`src/rtl/pgstk_pkg.sv`:
```
package pgstk_pkg;
  localparam int unsigned LVLS  = 3;
  localparam int unsigned SEL_W = 2;

  typedef enum logic [1:0] {
    OP_HOLD = 2'd0,
    OP_PUSH = 2'd1,
    OP_POP  = 2'd2,
    OP_SWAP = 2'd3
  } stk_op_e;
endpackage

```
`src/rtl/pgstk_lut.sv`:
```
module pgstk_lut #(
  parameter int unsigned SRC_W   = 4,
  parameter int unsigned PAGE_W  = 8,
  parameter int unsigned NUM_MAP = 4,
  parameter logic [NUM_MAP*SRC_W-1:0]  MAP_SRC  = '0,
  parameter logic [NUM_MAP*PAGE_W-1:0] MAP_PAGE = '0,
  parameter logic [PAGE_W-1:0]         DFLT_PAGE = '0
) (
  input  logic [SRC_W-1:0]  src_i,
  output logic [PAGE_W-1:0] page_o
);
  logic [NUM_MAP-1:0] hit;

  // one comparator per table entry
  for (genvar g = 0; g < NUM_MAP; g++) begin : g_cmp
    assign hit[g] = (src_i == MAP_SRC[g*SRC_W +: SRC_W]);
  end

  // lowest matching entry wins; no match falls back to the default page
  always_comb begin
    page_o = DFLT_PAGE;
    for (int i = NUM_MAP - 1; i >= 0; i--) begin
      if (hit[i]) page_o = MAP_PAGE[i*PAGE_W +: PAGE_W];
    end
  end
endmodule

```
`src/rtl/pgstk_ctrl.sv`:
```
module pgstk_ctrl
  import pgstk_pkg::*;
(
  input  logic             clk_i,
  input  logic             rst_ni,
  input  logic             stk_en_i,
  input  logic             irq_take_i,
  input  logic             ret_i,
  input  logic             sw_wr_i,
  input  logic [SEL_W-1:0] sw_lvl_i,
  output stk_op_e          op_o,
  output logic [LVLS-1:0]  wr_en_o
);
  logic push_req;
  assign push_req = irq_take_i & stk_en_i;

  always_comb begin
    unique case ({push_req, ret_i})
      2'b10:   op_o = OP_PUSH;
      2'b01:   op_o = OP_POP;
      2'b11:   op_o = OP_SWAP;
      default: op_o = OP_HOLD;
    endcase
  end

  // software writes only land in cycles with no stack motion
  for (genvar g = 0; g < LVLS; g++) begin : g_wr
    assign wr_en_o[g] = (op_o == OP_HOLD) && sw_wr_i && (sw_lvl_i == SEL_W'(g));
  end


  wr_onehot_chk: assert property (@(posedge clk_i) disable iff (!rst_ni)
    $onehot0(wr_en_o));


  wr_blocked_chk: assert property (@(posedge clk_i) disable iff (!rst_ni)
    (irq_take_i && stk_en_i) || ret_i |-> wr_en_o == '0);
endmodule

```
`src/rtl/pgstk_cell.sv`:
```
module pgstk_cell
  import pgstk_pkg::*;
#(
  parameter int unsigned PAGE_W = 8
) (
  input  logic              clk_i,
  input  logic              rst_ni,
  input  stk_op_e           op_i,
  input  logic [PAGE_W-1:0] push_d_i,
  input  logic [PAGE_W-1:0] pop_d_i,
  input  logic [PAGE_W-1:0] swap_d_i,
  input  logic              wr_i,
  input  logic [PAGE_W-1:0] wdata_i,
  output logic [PAGE_W-1:0] q_o
);
  always_ff @(posedge clk_i) begin
    if (!rst_ni) begin
      q_o <= '0;
    end else begin
      unique case (op_i)
        OP_PUSH: q_o <= push_d_i;
        OP_POP:  q_o <= pop_d_i;
        OP_SWAP: q_o <= swap_d_i;
        default: if (wr_i) q_o <= wdata_i;
      endcase
    end
  end
endmodule

```
`src/rtl/pgstk_top.sv`:
```
module pgstk_top
  import pgstk_pkg::*;
#(
  parameter int unsigned SRC_W   = 4,
  parameter int unsigned PAGE_W  = 8,
  parameter int unsigned NUM_MAP = 4,
  parameter logic [NUM_MAP*SRC_W-1:0]  MAP_SRC   = {4'd9, 4'd7, 4'd5, 4'd3},
  parameter logic [NUM_MAP*PAGE_W-1:0] MAP_PAGE  = {8'h0F, 8'h2A, 8'h00, 8'h0C},
  parameter logic [PAGE_W-1:0]         DFLT_PAGE = 8'h00
) (
  input  logic              clk_i,
  input  logic              rst_ni,
  input  logic              stk_en_i,
  input  logic              irq_take_i,
  input  logic [SRC_W-1:0]  irq_src_i,
  input  logic              ret_i,
  input  logic              sw_wr_i,
  input  logic [SEL_W-1:0]  sw_lvl_i,
  input  logic [PAGE_W-1:0] sw_data_i,
  output logic [PAGE_W-1:0] page_act_o,
  output logic [PAGE_W-1:0] page_nxt_o,
  output logic [PAGE_W-1:0] page_lst_o
);
  localparam int unsigned TOP = 0;
  localparam int unsigned BOT = LVLS - 1;

  stk_op_e           op;
  logic [LVLS-1:0]   wr_en;
  logic [PAGE_W-1:0] src_page;
  logic [PAGE_W-1:0] lvl_q [LVLS];

  pgstk_lut #(
    .SRC_W(SRC_W), .PAGE_W(PAGE_W), .NUM_MAP(NUM_MAP),
    .MAP_SRC(MAP_SRC), .MAP_PAGE(MAP_PAGE), .DFLT_PAGE(DFLT_PAGE)
  ) u_lut (
    .src_i (irq_src_i),
    .page_o(src_page)
  );

  pgstk_ctrl u_ctrl (
    .clk_i     (clk_i),
    .rst_ni    (rst_ni),
    .stk_en_i  (stk_en_i),
    .irq_take_i(irq_take_i),
    .ret_i     (ret_i),
    .sw_wr_i   (sw_wr_i),
    .sw_lvl_i  (sw_lvl_i),
    .op_o      (op),
    .wr_en_o   (wr_en)
  );

  for (genvar g = 0; g < LVLS; g++) begin : g_lvl
    logic [PAGE_W-1:0] push_d, pop_d, swap_d;
    if (g == TOP) begin : g_top
      assign push_d = src_page;
      assign swap_d = src_page;
    end else begin : g_low
      assign push_d = lvl_q[g-1];
      assign swap_d = lvl_q[g];
    end
    if (g == BOT) begin : g_bot
      assign pop_d = lvl_q[g];
    end else begin : g_upper
      assign pop_d = lvl_q[g+1];
    end

    pgstk_cell #(.PAGE_W(PAGE_W)) u_cell (
      .clk_i   (clk_i),
      .rst_ni  (rst_ni),
      .op_i    (op),
      .push_d_i(push_d),
      .pop_d_i (pop_d),
      .swap_d_i(swap_d),
      .wr_i    (wr_en[g]),
      .wdata_i (sw_data_i),
      .q_o     (lvl_q[g])
    );
  end

  assign page_act_o = lvl_q[0];
  assign page_nxt_o = lvl_q[1];
  assign page_lst_o = lvl_q[2];


  push_shift_chk: assert property (@(posedge clk_i) disable iff (!rst_ni)
    irq_take_i && stk_en_i && !ret_i |=>
      page_act_o == $past(src_page) && page_nxt_o == $past(page_act_o)
      && page_lst_o == $past(page_nxt_o));


  pop_shift_chk: assert property (@(posedge clk_i) disable iff (!rst_ni)
    ret_i && !(irq_take_i && stk_en_i) |=>
      page_act_o == $past(page_nxt_o) && page_nxt_o == $past(page_lst_o)
      && page_lst_o == $past(page_lst_o));


  push_gated_chk: assert property (@(posedge clk_i) disable iff (!rst_ni)
    irq_take_i && !stk_en_i && !ret_i && !sw_wr_i |=>
      $stable(page_act_o) && $stable(page_nxt_o) && $stable(page_lst_o));


  swap_top_chk: assert property (@(posedge clk_i) disable iff (!rst_ni)
    irq_take_i && stk_en_i && ret_i |=>
      page_act_o == $past(src_page) && $stable(page_nxt_o) && $stable(page_lst_o));


  sw_write_chk: assert property (@(posedge clk_i) disable iff (!rst_ni)
    sw_wr_i && !irq_take_i && !ret_i && sw_lvl_i == 2'd1 |=>
      page_nxt_o == $past(sw_data_i) && $stable(page_act_o) && $stable(page_lst_o));
endmodule

```
`config.mk`:
```
export PLATFORM = sky130hd
export DESIGN_NAME = pgstk_top
export DESIGN_NICKNAME = d
export VERILOG_FILES = /design/src/rtl/pgstk_pkg.sv /design/src/rtl/pgstk_lut.sv /design/src/rtl/pgstk_ctrl.sv /design/src/rtl/pgstk_cell.sv /design/src/rtl/pgstk_top.sv
export SDC_FILE = /design/constraint.sdc
export NUM_CORES = 1
export LEC_CHECK = 0
export BUFFER_PORTS_ARGS = -buffer_cell sky130_fd_sc_hd__buf_4
export CAP_MARGIN = 15
export CORE_UTILIZATION = 48
export CTS_BUF_LIST = sky130_fd_sc_hd__clkbuf_8
export DETAILED_ROUTE_END_ITERATION = 7
export PLACE_DENSITY = 0.78
export SLEW_MARGIN = 10
export SYNTH_ARGS = -nofsm -noshare
export SYNTH_HDL_FRONTEND = slang
export SYNTH_SLANG_ARGS = --single-unit
```
`constraint.sdc`:
```
create_clock -name clk_i -period 1.5 [get_ports clk_i]
set_clock_uncertainty 0.15 [all_clocks]
set_input_delay 0.15 -clock clk_i [delete_from_list [all_inputs] [get_ports clk_i]]
set_output_delay 0.15 -clock clk_i [all_outputs]
set_load 0.02 [all_outputs]
```
==> results.md <==
- Outcome: finished with violations
- Violations in the final reports: design-rule violations
- Count of nets left with antenna violations after detail routing: 0
- Clock-pin slew reported for the worst setup and hold paths after clock tree synthesis: 0.08 ns
- Antenna violations before repair: 0
- Number of instances in the placed design: 238
- Number of nets in the layout: 237
- Setup crit end kind: flip-flop
- Wire length of the first global-routing pass: 7040 microns
- First-pass detailed-route iteration total: 6
- Vias per std cell: 6.26
- Sequential element share of the synthesized area: 32.3%
- First DRT Iteration DRCs: 65
- Post-synth top area share: 32.3%
- Core utilization of the finished layout: 71.8%
- Finished Layout Cells: 242
- Ys Warns: 0
- Synth async-reset ratio: 0%
- Final worst path period need: 1.42 ns
- CTS tree: built
- Area of the mapped netlist: 1490 sq um
- Die width: 57.7 microns
- Yosys reg bits: 24
- Post-CTS repair timing setup buffer count: 0
- Largest register by flop count: g_lvl.u_cell.q_o
- Count of maximum capacitance violations: 0
- Vias in the first global route: 1499
- Maximum buffer depth of the clock tree: 2
- Ratio of cells with drive above 1 in the final layout: 36.0%
- Kind of start point of the critical path: input pin
- Cell row count: 19
- Most common flop cell mapped by yosys: dfxtp_1
- Worst-case vdd ir drop: 0.546 mV
- Number of nets produced by synthesis: 182
- Diode count: 0
- Unique cell type count in the Yosys netlist: 34
- Leak: 0.899 nW
- Final setup violation count: 0
- Overall Global Routing Usage: 27.2%
- Routability cong.: 0.836
- CORE AREA: 2850 sq um
- Root Buffer: clkbuf_8
- Final instance area: 2050 sq um
- CTS sink count: 24
- Commonest non-fill, non-tap cell in the layout: buf_4
- Maximum number of pins on one net before global-route repair: 15
- Area Growth Syn to Fin: 37.6%
- Boundary pin count: 44
- Maximum level of the CTS H-tree: 1
- Arrival time of the worst setup path: 1.43 ns
- Count of pins over their slew limit: 0
- Hold Crit Class: input pin to flip-flop
- Post-synthesis cell type with the largest combined area: dfxtp_1
- Critical path type: input pin to flip-flop
- Timing-limited maximum frequency: 706 MHz
- Post-DP HPWL: 3220 microns
- Cell Area, Placed: 1970 sq um
- Largest registers: g_lvl.u_cell.q_o (24)
- Buffers on Ports: 43
- Leading cell types in the layout, fill and taps excluded: buf_4 (63), dfxtp_1 (24), mux2i_1 (16), a22oi_1 (10)
- Initial core utilization: 52.2%
- Die Area: 3330 sq um
- Detailed-route via count: 1516
- Tightest slew margin relative to the limit: 75.5%
- Setup repair after global routing missed its margin: no
- Area occupied by registers: 480 sq um
- Sum Neg Setup Slack: 0 ns
- Overflow after GRT: 0
- Mean Syn Cell Area: 9.48 sq um
- Final routed DRC violation total: 2
- Mean routed wirelength per cell: 18.2 microns
- Top fanout value on the critical path: 5
- Largest register FFs: 24
- Top cells by area, synth: dfxtp_1 (32%), mux2i_1 (11%), a22oi_1 (5.0%)
- Areal power density over the cells: 859 nW/um^2
- Y dimension of the die: 57.7 microns
- Clock latency of the later-clocked register in the worst-skew pair: 0.27 ns
- Number of synthesized flops with an enable pin: 0
- Worst EP required: 1.51 ns
- Synthesized instance count: 157
- Multi-input gate area in the final layout: 955 sq um
- Number of CTS-inserted buffers: 3
- Count of fill cells added during filler insertion: 221
- Routed wire length: 4410 microns
- Final hold violation count: 0
- Final clock period utilization by the worst path: 94.4%
- Pin slew with the least headroom to its limit: 0.365 ns
- Final hold slack: 0.0280 ns
-- per-layer routing --
layer / global-route usage (%) / part of all wire [%] / vias to the layer above
met5: 0 / 0 / -
met4: 7.48 / 0.91 / 0
met3: 2.90 / 4.5 / 4
met2: 50.0 / 51 / 52
met1: 33.6 / 43 / 745
li1: - / - / 715
-- final cells by class --
class	count	share of cell area [%]
Multi-Input combinational cell	116	46.6
Timing Repair Buffer	64	24.1
Sequential cell	24	23.4
Clock inverter	1	1.47
Tap cell	31	1.89
Clock buffer	3	2.01
Inverter	3	0.549
-- synthesized netlist by cell type, types with 2 or more instances --
| library cell | instances |
|---|---|
| dfxtp_1 | 24 |
| mux2i_1 | 16 |
| a22oi_1 | 10 |
| nand2_1 | 9 |
| a21o_1 | 8 |
| o21ai_0 | 8 |
| a221oi_1 | 7 |
| a22o_1 | 6 |
| and3_1 | 6 |
| nor3b_1 | 6 |
| o31a_1 | 6 |
| a21oi_1 | 5 |
| ha_1 | 5 |
| a211oi_1 | 4 |
| buf_2 | 4 |
| clkbuf_1 | 4 |
| buf_1 | 3 |
| buf_6 | 3 |
| nand3b_1 | 3 |
| a31oi_1 | 2 |
| and3b_1 | 2 |
| and4b_1 | 2 |
| inv_1 | 2 |
| nand3_1 | 2 |
-- logic make-up after synthesis --
kind of cell	share of synthesized area [%]
compound gates	28.5
simple gates	17.6
buf+inv	6.13
fa+ha+maj	4.20
xor+xnor	0.588
flops	32.3
mux	10.8
-- worst paths after layout --
path                                              from                      to  slack (ns)  depth (start not counted)
worst max register to register  g_lvl[1].u_cell.q_o[3]  g_lvl[2].u_cell.q_o[3]        0.43                          2
worst min-delay path                      sw_data_i[7]  g_lvl[2].u_cell.q_o[7]        0.03                          3
worst max-delay path                        irq_take_i  g_lvl[2].u_cell.q_o[3]        0.08                          8
worst min register to register  g_lvl[1].u_cell.q_o[4]  g_lvl[1].u_cell.q_o[4]        0.36                          2
-- where the power goes --
part	leakage [nW]	total, W	internal [W]	switching, W
clock network	0.0357	0.000578	0.000357	0.000221
registers	0.196	0.000724	0.000679	0.0000448
logic	0.668	0.000458	0.000221	0.000237
total	0.899	0.00176	0.00126	0.000502
-- worst max-delay path, cell delays in order --
cell     delay, ns
buf_4         0.12
nand2_4       0.09
inv_2         0.06
ha_1          0.25
nor3b_2       0.19
buf_4         0.15
a22o_1        0.18
o31a_1        0.23
-- stage by stage --
step	total power [W]	setup WS (ns)
6_report	0.00176	0.0833
3_5_place_dp	0.00119	-0.265
2_1_floorplan	0.000977	-0.0204
3_3_place_gp	0.00117	-0.214
4_1_cts	0.00176	0.0271
5_1_grt	0.00181	0.00645
-- timing repair --
item                                    in CTS  in global routing
hold endpoints to repair                     0                  0
gates resized for setup                      0                  2
hold buffers                                 0                  0
endpoints found under the setup margin       0                  8
(Power assumes the default switching activity.)
